[src/rtl/radix_walk_pkg.sv]
package radix_walk_pkg;
  localparam int ADDR_W     = 64;
  localparam int NLS_W      = 5;
  localparam int PSIZE_W    = 7;
  localparam int LVL_W      = 3;
  localparam int ENTRY_LOG2 = 3;
  localparam int VALID_BIT  = 63;
  localparam int LEAF_BIT   = 62;
  localparam int LAST_LEVEL = 3;
  localparam int MAX_READS  = LAST_LEVEL + 1;
  localparam int ROOT_PSIZE = 52;
  localparam int ROOT_NLS   = 13;
  localparam int DIR_NLS    = 9;
  localparam int TAIL_NLS   = 5;

  localparam logic [ADDR_W-1:0] NEXT_BASE_MASK = 64'h0FFF_FFFF_FFFF_FF00;
  localparam logic [ADDR_W-1:0] PAGE_NUM_MASK  = 64'h01FF_FFFF_FFFF_F000;

  typedef enum logic [2:0] {
    S_IDLE, S_CHECK, S_READ, S_EVAL, S_DONE
  } walk_state_e;

  typedef enum logic [1:0] {
    CAUSE_NONE     = 2'b00,
    CAUSE_NO_ENTRY = 2'b01,
    CAUSE_BAD_CFG  = 2'b10
  } fault_cause_e;
endpackage

[src/rtl/radix_level_check.sv]
module radix_level_check
  import radix_walk_pkg::*;
(
  input  logic [LVL_W-1:0]   level_i,
  input  logic [PSIZE_W-1:0] psize_i,
  input  logic [NLS_W-1:0]   nls_i,
  output logic               ok_o
);
  always_comb begin
    case (level_i)
      LVL_W'(0):             ok_o = (psize_i == PSIZE_W'(ROOT_PSIZE)) &&
                                    (nls_i == NLS_W'(ROOT_NLS));
      LVL_W'(1), LVL_W'(2):  ok_o = (nls_i == NLS_W'(DIR_NLS));
      LVL_W'(LAST_LEVEL):    ok_o = (nls_i == NLS_W'(DIR_NLS)) ||
                                    (nls_i == NLS_W'(TAIL_NLS));
      default:               ok_o = 1'b0;
    endcase
  end
endmodule

[src/rtl/radix_entry_addr.sv]
module radix_entry_addr
  import radix_walk_pkg::*;
(
  input  logic [ADDR_W-1:0]  ea_i,
  input  logic [ADDR_W-1:0]  base_i,
  input  logic [NLS_W-1:0]   nls_i,
  input  logic [PSIZE_W-1:0] psize_i,
  output logic [ADDR_W-1:0]  addr_o
);
  logic [PSIZE_W-1:0] shift_amt;
  logic [NLS_W:0]     align_bits;
  logic [ADDR_W-1:0]  align_mask;
  logic [ADDR_W-1:0]  idx_mask;
  logic [ADDR_W-1:0]  index;

  always_comb begin
    shift_amt  = psize_i - PSIZE_W'(nls_i);
    align_bits = {1'b0, nls_i} + (NLS_W+1)'(ENTRY_LOG2);
    align_mask = (ADDR_W'(1) << align_bits) - ADDR_W'(1);
    idx_mask   = (ADDR_W'(1) << nls_i) - ADDR_W'(1);
    index      = (ea_i >> shift_amt) & idx_mask;
    addr_o     = (base_i & ~align_mask) + (index << ENTRY_LOG2);
  end
endmodule

[src/rtl/radix_leaf_form.sv]
module radix_leaf_form
  import radix_walk_pkg::*;
(
  input  logic [ADDR_W-1:0]  entry_i,
  input  logic [ADDR_W-1:0]  ea_i,
  input  logic [PSIZE_W-1:0] psize_i,
  output logic [ADDR_W-1:0]  raddr_o
);
  logic [ADDR_W-1:0] off_mask;

  always_comb begin
    if (psize_i >= PSIZE_W'(ADDR_W)) off_mask = '1;
    else                             off_mask = (ADDR_W'(1) << psize_i) - ADDR_W'(1);
    raddr_o = (entry_i & PAGE_NUM_MASK & ~off_mask) | (ea_i & off_mask);
  end
endmodule

[src/rtl/radix_walker.sv]
module radix_walker
  import radix_walk_pkg::*;
(
  input  logic               clk,
  input  logic               rst_n,
  input  logic               start_i,
  input  logic [ADDR_W-1:0]  ea_i,
  input  logic [ADDR_W-1:0]  root_base_i,
  input  logic [NLS_W-1:0]   root_nls_i,
  input  logic [PSIZE_W-1:0] root_psize_i,
  output logic               mem_req_o,
  output logic [ADDR_W-1:0]  mem_addr_o,
  input  logic               mem_ack_i,
  input  logic [ADDR_W-1:0]  mem_rdata_i,
  output logic               busy_o,
  output logic               done_o,
  output logic [ADDR_W-1:0]  raddr_o,
  output logic [PSIZE_W-1:0] psize_o,
  output logic [ADDR_W-1:0]  leaf_o,
  output logic               fault_o,
  output logic [1:0]         cause_o
);
  localparam int RD_CNT_W = $clog2(MAX_READS + 1) + 1;

  // reset: asynchronous assert, synchronous release
  logic [1:0] rst_sync_q;
  logic       rst_int_n;

  always_ff @(posedge clk or negedge rst_n) begin
    if (!rst_n) rst_sync_q <= 2'b00;
    else        rst_sync_q <= {rst_sync_q[0], 1'b1};
  end
  assign rst_int_n = rst_sync_q[1];

  // walk context
  walk_state_e        state_q, state_d;
  logic [LVL_W-1:0]   lvl_q, lvl_d;
  logic [ADDR_W-1:0]  ea_q, ea_d;
  logic [ADDR_W-1:0]  base_q, base_d;
  logic [NLS_W-1:0]   nls_q, nls_d;
  logic [PSIZE_W-1:0] psize_q, psize_d;
  logic [ADDR_W-1:0]  ent_q, ent_d;
  logic               ctx_en;

  // result
  logic [ADDR_W-1:0]  raddr_q, raddr_d;
  logic [PSIZE_W-1:0] opsize_q, opsize_d;
  logic [ADDR_W-1:0]  leaf_q, leaf_d;
  logic               fault_q, fault_d;
  fault_cause_e       cause_q, cause_d;
  logic               res_en;

  logic               cfg_ok;
  logic [ADDR_W-1:0]  entry_addr;
  logic [ADDR_W-1:0]  leaf_raddr;
  logic [PSIZE_W-1:0] psize_rem;

  radix_level_check u_level_check (
    .level_i (lvl_q),
    .psize_i (psize_q),
    .nls_i   (nls_q),
    .ok_o    (cfg_ok)
  );

  radix_entry_addr u_entry_addr (
    .ea_i    (ea_q),
    .base_i  (base_q),
    .nls_i   (nls_q),
    .psize_i (psize_q),
    .addr_o  (entry_addr)
  );

  assign psize_rem = psize_q - PSIZE_W'(nls_q);

  radix_leaf_form u_leaf_form (
    .entry_i (ent_q),
    .ea_i    (ea_q),
    .psize_i (psize_rem),
    .raddr_o (leaf_raddr)
  );

  // next-state
  always_comb begin
    state_d  = state_q;
    lvl_d    = lvl_q;
    ea_d     = ea_q;
    base_d   = base_q;
    nls_d    = nls_q;
    psize_d  = psize_q;
    ent_d    = ent_q;
    ctx_en   = 1'b0;
    raddr_d  = raddr_q;
    opsize_d = opsize_q;
    leaf_d   = leaf_q;
    fault_d  = fault_q;
    cause_d  = cause_q;
    res_en   = 1'b0;

    case (state_q)
      S_IDLE: begin
        if (start_i) begin
          ctx_en  = 1'b1;
          ea_d    = ea_i;
          base_d  = root_base_i;
          nls_d   = root_nls_i;
          psize_d = root_psize_i;
          lvl_d   = '0;
          state_d = S_CHECK;
        end
      end
      S_CHECK: begin
        if (cfg_ok) begin
          state_d = S_READ;
        end else begin
          res_en   = 1'b1;
          fault_d  = 1'b1;
          cause_d  = CAUSE_BAD_CFG;
          raddr_d  = '0;
          leaf_d   = '0;
          opsize_d = psize_q;
          state_d  = S_DONE;
        end
      end
      S_READ: begin
        if (mem_ack_i) begin
          ctx_en  = 1'b1;
          ent_d   = mem_rdata_i;
          state_d = S_EVAL;
        end
      end
      S_EVAL: begin
        if (!ent_q[VALID_BIT]) begin
          res_en   = 1'b1;
          fault_d  = 1'b1;
          cause_d  = CAUSE_NO_ENTRY;
          raddr_d  = '0;
          leaf_d   = '0;
          opsize_d = psize_q;
          state_d  = S_DONE;
        end else if (ent_q[LEAF_BIT]) begin
          res_en   = 1'b1;
          fault_d  = 1'b0;
          cause_d  = CAUSE_NONE;
          raddr_d  = leaf_raddr;
          leaf_d   = ent_q;
          opsize_d = psize_rem;
          state_d  = S_DONE;
        end else begin
          ctx_en  = 1'b1;
          psize_d = psize_rem;
          nls_d   = ent_q[NLS_W-1:0];
          base_d  = ent_q & NEXT_BASE_MASK;
          lvl_d   = lvl_q + LVL_W'(1);
          state_d = S_CHECK;
        end
      end
      S_DONE:  state_d = S_IDLE;
      default: state_d = S_IDLE;
    endcase
  end

  // registers
  always_ff @(posedge clk or negedge rst_int_n) begin
    if (!rst_int_n) begin
      state_q <= S_IDLE;
    end else begin
      state_q <= state_d;
    end
  end

  always_ff @(posedge clk or negedge rst_int_n) begin
    if (!rst_int_n) begin
      lvl_q   <= '0;
      ea_q    <= '0;
      base_q  <= '0;
      nls_q   <= '0;
      psize_q <= '0;
      ent_q   <= '0;
    end else if (ctx_en) begin
      lvl_q   <= lvl_d;
      ea_q    <= ea_d;
      base_q  <= base_d;
      nls_q   <= nls_d;
      psize_q <= psize_d;
      ent_q   <= ent_d;
    end
  end

  always_ff @(posedge clk or negedge rst_int_n) begin
    if (!rst_int_n) begin
      raddr_q  <= '0;
      opsize_q <= '0;
      leaf_q   <= '0;
      fault_q  <= 1'b0;
      cause_q  <= CAUSE_NONE;
    end else if (res_en) begin
      raddr_q  <= raddr_d;
      opsize_q <= opsize_d;
      leaf_q   <= leaf_d;
      fault_q  <= fault_d;
      cause_q  <= cause_d;
    end
  end

  assign mem_req_o  = (state_q == S_READ);
  assign mem_addr_o = entry_addr;
  assign busy_o     = (state_q != S_IDLE);
  assign done_o     = (state_q == S_DONE);
  assign raddr_o    = raddr_q;
  assign psize_o    = opsize_q;
  assign leaf_o     = leaf_q;
  assign fault_o    = fault_q;
  assign cause_o    = cause_q;

  // reads per walk, kept for the read-limit check
  logic [RD_CNT_W-1:0] reads_q;
  always_ff @(posedge clk or negedge rst_int_n) begin
    if (!rst_int_n) begin
      reads_q <= '0;
    end else if (state_q == S_IDLE && start_i) begin
      reads_q <= '0;
    end else if (mem_req_o && mem_ack_i) begin
      reads_q <= reads_q + RD_CNT_W'(1);
    end
  end

  AST_REQ_HOLD: assert property (@(posedge clk) disable iff (!rst_int_n)
    (mem_req_o && !mem_ack_i) |=> (mem_req_o && $stable(mem_addr_o)));
  AST_READ_LIMIT: assert property (@(posedge clk) disable iff (!rst_int_n)
    reads_q <= RD_CNT_W'(MAX_READS));
  AST_LEVEL_BOUND: assert property (@(posedge clk) disable iff (!rst_int_n)
    mem_req_o |-> (lvl_q <= LVL_W'(LAST_LEVEL)));
  AST_DONE_PULSE: assert property (@(posedge clk) disable iff (!rst_int_n)
    done_o |=> !done_o);
  AST_RESULT_HOLD: assert property (@(posedge clk) disable iff (!rst_int_n)
    (!busy_o && !start_i) |=> ($stable(raddr_o) && $stable(leaf_o) &&
                               $stable(fault_o) && $stable(psize_o)));
  AST_CAUSE_MATCH: assert property (@(posedge clk) disable iff (!rst_int_n)
    done_o |-> ($onehot0(cause_o) && (fault_o == (cause_o != 2'b00))));
  AST_BUSY_START: assert property (@(posedge clk) disable iff (!rst_int_n)
    (busy_o && !done_o && start_i) |=> busy_o);
endmodule

[config.mk]
export PLATFORM = sky130hd
export DESIGN_NAME = radix_walker
export DESIGN_NICKNAME = d
export VERILOG_FILES = /design/src/rtl/radix_walk_pkg.sv /design/src/rtl/radix_level_check.sv /design/src/rtl/radix_entry_addr.sv /design/src/rtl/radix_leaf_form.sv /design/src/rtl/radix_walker.sv
export SDC_FILE = /design/constraint.sdc
export NUM_CORES = 1
export LEC_CHECK = 0
export BUFFER_PORTS_ARGS = -buffer_cell sky130_fd_sc_hd__clkbuf_2
export CORE_UTILIZATION = 49
export CTS_BUF_LIST = sky130_fd_sc_hd__clkbuf_4
export CTS_CLUSTER_DIAMETER = 120
export CTS_CLUSTER_SIZE = 28
export DETAILED_ROUTE_END_ITERATION = 8
export HOLD_SLACK_MARGIN = 0.15
export PLACE_DENSITY = 0.74
export SYNTH_ARGS = -nofsm -noshare
export SYNTH_HDL_FRONTEND = slang
export SYNTH_SLANG_ARGS = --single-unit
[constraint.sdc]
create_clock -name clk -period 30.1 [get_ports clk]
set_input_delay 0 -clock clk [delete_from_list [all_inputs] [get_ports clk]]
set_output_delay 0 -clock clk [all_outputs]
set_load 0.02 [all_outputs]
== After elaboration in Yosys (flattened, before gate mapping) ==
Cells that the tools add are included.

* Flip-flop bits (word level): 350
* Bits of input ports: 208
* Output and inout bits: 205
* Word-level logic and storage cells: 114

* Add/subtract/negate cells: 7
* Magnitude comparators: 1
* Equal/unequal tests: 17
* Shifts and indexed selects: 4
* Mux-type cells: 52
* Bitwise operators: 7
* Reduce and logical (&&, ||, !) cells: 13

{| class="wikitable"
|+ Operators by type and width
! operator !! count
|-
| 64-bit 2-to-1 mux || 9
|-
| 64-bit case mux with 2 select lines || 3
|-
| 64-bit bitwise AND || 2
|-
| 64-bit NOT || 2
|-
| 64-bit by 2-bit subtractor with 64-bit output (second input constant) || 2
|-
| 64-bit adder || 1
|-
| 57-bit by 64-bit bitwise AND with 64-bit output || 1
|-
| 64-bit bitwise OR || 1
|-
| 1-bit by 6-bit left shift with 64-bit output (first input constant) || 1
|-
| 1-bit by 7-bit left shift with 64-bit output (first input constant) || 1
|-
| 64-bit by 7-bit >> shifter with 61-bit output || 1
|-
| 61-bit bitwise AND || 1
|-
| 1-bit by 5-bit left shift with 61-bit output (first input constant) || 1
|-
| 61-bit by 2-bit subtractor with 61-bit output (second input constant) || 1
|-
| 7-bit 2-to-1 mux || 6
|-
| 7-bit case mux with 2 select lines || 2
|-
| 3-bit 2-to-1 mux || 8
|-
| 5-bit 2-to-1 mux || 3
|-
| 3-bit by 2-bit equality test with 1-bit output (second input constant) || 4
|-
| 3-bit case mux with 4 select lines || 1
|-
| 5-bit by 4-bit equality test with 1-bit output (second input constant) || 2
|-
| 1-bit 2-to-1 mux || 10
|-
| 5-bit case mux with 2 select lines || 1
|-
| 2-bit != test (second input constant) || 4
|-
| other kinds (25) || 33
|}

== Longest topological paths before layout ==
* Depth in word-level cells: 10
* Depth in mapped cells: 27
* Gate-level depth less buffers: 25

== Modules after synthesis ==
Synthesis repeated with hierarchy kept, for this count alone.

* Cell total of the unflattened synthesis: 3051
* Area, all modules: 24701.2 um2

{| class="wikitable"
|+ Modules (own cells, without submodules)
! module !! instances !! cells each !! area each (um2) !! sequential area each (um2)
|-
| radix_walker || 1 || 1385 || 13845.8 || 8733.4
|-
| radix_entry_addr || 1 || 1326 || 8623.3 || 0.0
|-
| radix_leaf_form || 1 || 330 || 2159.6 || 0.0
|-
| radix_level_check || 1 || 10 || 72.6 || 0.0
|}

== Worst setup path after synthesis ==
OpenSTA, ideal clock, no wires.

* Path type: flip-flop to output port
* Start: reg nls_q[4]
* End: out mem_addr_o[62]
* Arrival time: 5.902 ns
* Required time: 30.100 ns
* Setup slack: 24.198 ns
* Stages on the path, launching flop included: 23
* Path buffers: 6
* Cell sequence: dfrtp_1 -> clkbuf_1 -> inv_1 -> clkbuf_1 -> clkbuf_1 -> ha_1 -> inv_1 -> xnor2_1 -> clkbuf_1 -> clkbuf_1 -> clkbuf_1 -> a21oi_1 -> a2111oi_0 -> ha_1 -> a211oi_1 -> o211ai_1 -> nor2_1 -> a211oi_1 -> or4b_2 -> o21ai_0 -> o41ai_1 -> a211oi_1 -> xnor2_1

* Longest elaborated chain between the ends: 6
* Elaborated cells between the ends (all ways): 11
* Classes of those cells: add/sub: 5; shift: 3; bitwise: 3

{| class="wikitable"
|+ Ends and longest elaborated chain
! element !! line !! source
|-
| start, declared || radix_walker.sv:40 || <nowiki>logic [NLS_W-1:0] nls_q, nls_d;</nowiki>
|-
| start signal, assigned || radix_walker.sv:183 || <nowiki>nls_q <= nls_d;</nowiki>
|-
| 5-bit by 2-bit adder with 6-bit output || radix_entry_addr.sv:18 || <nowiki>align_bits = {1'b0, nls_i} + (NLS_W+1)'(ENTRY_LOG2);</nowiki>
|-
| 1-bit by 6-bit left shift with 64-bit output || radix_entry_addr.sv:19 || <nowiki>align_mask = (ADDR_W'(1) << align_bits) - ADDR_W'(1);</nowiki>
|-
| 64-bit by 2-bit subtractor with 64-bit output || radix_entry_addr.sv:19 ||
|-
| 64-bit NOT || radix_entry_addr.sv:22 || <nowiki>addr_o = (base_i & ~align_mask) + (index << ENTRY_LOG2);</nowiki>
|-
| 64-bit bitwise AND || radix_entry_addr.sv:22 ||
|-
| 64-bit adder (*) || radix_entry_addr.sv:22 ||
|-
| end, declared || radix_walker.sv:12 || <nowiki>output logic [ADDR_W-1:0] mem_addr_o,</nowiki>
|}

Mark *: on every way between the ends. The rest lies on a longest branch, timed or not.

== Worst setup path in the final report ==
* Start: reg nls_q[1]
* End: out mem_addr_o[62]

The elaborated chain is that of the path after synthesis.

==> reports/qor.yml <==
crit_arrival_ns: 9.95
globalplace.congestion: 1.00
combPwrFrac_pct: 73.9
crit_path_start: "nls_q[1]$_DFFE_PN0P_"
die_y_um: 225
drc_errors: 1
hp-class: "input pin to flop"
critPathMaxFanout: 50
yosysSeqAreaShare_pct: 35.8
drv_cap: 0
synth_top_cell_area_share_pct: 35.8
clk_latency_ns: 0.88
synth-edff-count: 0
swShare_pct: 57.5
start_util_pct: 49.7
gr-total-overflow: 0
yosysWarnings: 0
status: "finished with violations"
finalNetCount: 3995
grt_use_total_pct: 46.6
crit-reg2reg-launch: "nls_q[3]$_DFFE_PN0P_"
period_share_pct: 33.1
ys_seq_elements: 348
vias_per_cell: 6.43
synth.most_common_cell: "nand2_1"
dieWidth_um: 225
grt_pass1_wl_um: 176000
drv_slew: 0
power.leakage_nw: 15.8
path_clk_slew_ns: 0.27
cts-hold-fix-buffers: 547
grt_max_degree: 89
start_kind: "flop"
final_cells: 4392
crit_chain: "buf_4, inv_2, fa_4, buf_4, mux2i_1, o21ai_0, mux2i_1, nor2_1, a21oi_1, nor4b_1, ha_1, nand2_1, nor3_1, nand4_1, a211oi_1, or4b_2, o21ai_0, o41ai_1, a211oi_1, xnor2_1, clkbuf_2"
ioPinCount: 413
ctsHtreeMaxLevel: 1
async_flop_share_pct: 100
crit_path_end_kind: "output port"
use_met2_pct: 71.6
worstHoldStart: "root_base_i[26]"
port_buffers: 408
clock_path_buffers: 3
power_density_nw_per_um2: 95.7
postCtsSetupBuffers: 0
firstDrtPassIters: 9
rsz0062_at_grt: "false"
switchingPower_mw: 1.79
finalSetupTns_ns: 0
synth.avg_cell_area_um2: 8.33
dp_hpwl_um: 79000
cts.repair.resized: 0
cts_tree: "yes"
violations: "design-rule violations"
critPathBufInv: 4
rows: 81
max_slew_margin_pct: 17.9
synth_common_cells: "nand2_1, dfrtp_1, clkbuf_1"
fin_worst_skew_ns: 0.0577
ant_nets: 0
routed_wl_um: 120000
core_um2: 49000
antenna_found_initial: 15
hold_viol: 0
power_frac_seq_pct: 19.9
holdWs_ns: 0.209
synth_cell_types: 85
crit_type: "flop to output port"
syn_to_final_growth_pct: 33.4
critPathRequiredTime_ns: 30.10
numClockSinks: 348
clockPowerShare_pct: 6.2
ir_worst_vdd_mv: 0.0622
finalSetupViolCount: 0
drt_iter0_drc: 3821
grt_busiest_layer: "met2"
dp_cells: 3810
slowest_delay_ns: 1.31
wire_per_inst_um: 27.4
synth-main-ff-cell: "dfrtp_1"
layout_min_cycle_time_ns: 9.95
netlist_top_cells_area: "dfrtp_1, nand2_1, mux2i_1"
use_met1_pct: 58.4
synth_cells: 2920
max_freq_ghz: 0.100
critPathSlowestCell: "fa_4"
intPower_mw: 1.32
netlist_area_um2: 24300
vias: 28260
met3_usage_pct: 11.2
cts_root_buf: "clkbuf_4"
drive_gt1_share_pct: 17.1
synth_area_leader_cell: "dfrtp_1"
tightest_slew_ns: 1.22
nFillCells: 3736
crit_family: "compound AO/OA/AOI/OAI gates"
numCtsBuffers: 17
grt_pass1_vias: 27947
die_area_um2: 50600
## worst paths after layout
path / depth (start not counted) / slack, ns / to
max: 21 / 20.15 / mem_addr_o[62]
max reg2reg: 17 / 24.42 / raddr_o[52]$_DFFE_PN0P_
min: 4 / 0.21 / base_q[26]$_DFFE_PN0P_
min in group asynchronous: 0 / 0.44 / leaf_o[51]$_DFFE_PN0P_
min reg2reg: 0 / 0.43 / rst_sync_q[1]$_DFF_PN0_
max in group asynchronous: 2 / 27.22 / base_q[7]$_DFFE_PN0P_
## area by class of cell
| cell class | instances | area, µm² | area share [%] |
|---|---|---|---|
| multi-input combinational | 2309 | 14700 | 45.3 |
| inverter | 36 | 135 | 0.416 |
| sequential | 348 | 8710 | 26.8 |
| antenna | 12 | 30.0 | 0.0925 |
| tap | 664 | 831 | 2.56 |
| clock buffer | 18 | 135 | 0.416 |
| timing repair buffer | 1000 | 7860 | 24.2 |
| clock inverter | 5 | 56.3 | 0.173 |
## per-stage QoR
stage	total power [mW]	utilization [%]	worst slack, ns	area, µm²
after global routing	3.22	66.3	20.04	32400
after global placement	2.68	54.7	21.52	26800
after CTS	2.96	66.3	20.63	32400
final	3.11	66.3	20.15	32500
after floorplan	2.02	-	19.68	24400
after detailed placement	2.69	54.7	21.62	26800
## sequential cells by signal (all words and copies together), names as in the netlist, 3 cells and up
signal / count
raddr_o: 64
ent_q: 64
psize_o: 7
ea_q: 64
psize_q: 7
nls_q: 5
lvl_q: 3
base_q: 63
state_q: 3
leaf_o: 63
## power by group through the flow
stage | Sequential [mW] | Clock [mW] | Combinational, mW
after floorplan | 0.576 | 0 | 1.44
after global placement | 0.613 | 0 | 2.06
after detailed placement | 0.615 | 0 | 2.07
after CTS | 0.606 | 0.188 | 2.17
after global routing | 0.617 | 0.206 | 2.40
final | 0.618 | 0.194 | 2.30
## logic make-up after synthesis
group	synth area share, %
other	0.0309
multiplexers	14.7
AO/OA/AOI/OAI	18.3
adder cells (fa/ha/maj)	3.92
AND/OR/NAND/NOR	20.5
flip-flops	35.8
buffers and inverters	4.48
XOR/XNOR	2.41
## tightest hold or removal path, stage by stage
cell and delay [ns]:
dlygate4sd3_1 0.53, clkbuf_2 0.11, mux2i_1 0.18, o21ai_0 0.19
## layer usage
metal / up-vias / routed length, µm / part of all wire [%]
li1: 11939 / - / -
met1: 13505 / 44300 / 37
met2: 2187 / 53000 / 44
met3: 623 / 13000 / 11
met4: 6 / 9880 / 8.2
met5: - / 46 / 0.038
## placed cells by master, fill, tap and decap left out, types with 26 or more instances in the layout
master         count
a21oi_1          167
mux2_2            70
a31oi_1           26
nand3_1           97
inv_1             32
buf_4             45
xnor2_1           38
o211ai_1          33
dlygate4sd3_1    547
mux2i_1          174
dfrtp_1          347
a21o_1            27
nand2_1          674
ha_1              72
nor3_1            52
o31ai_1           29
a211oi_1          56
o21ai_0          195
nor2_1           187
mux4_2            46
clkbuf_2         408
(Power assumes the default switching activity.)
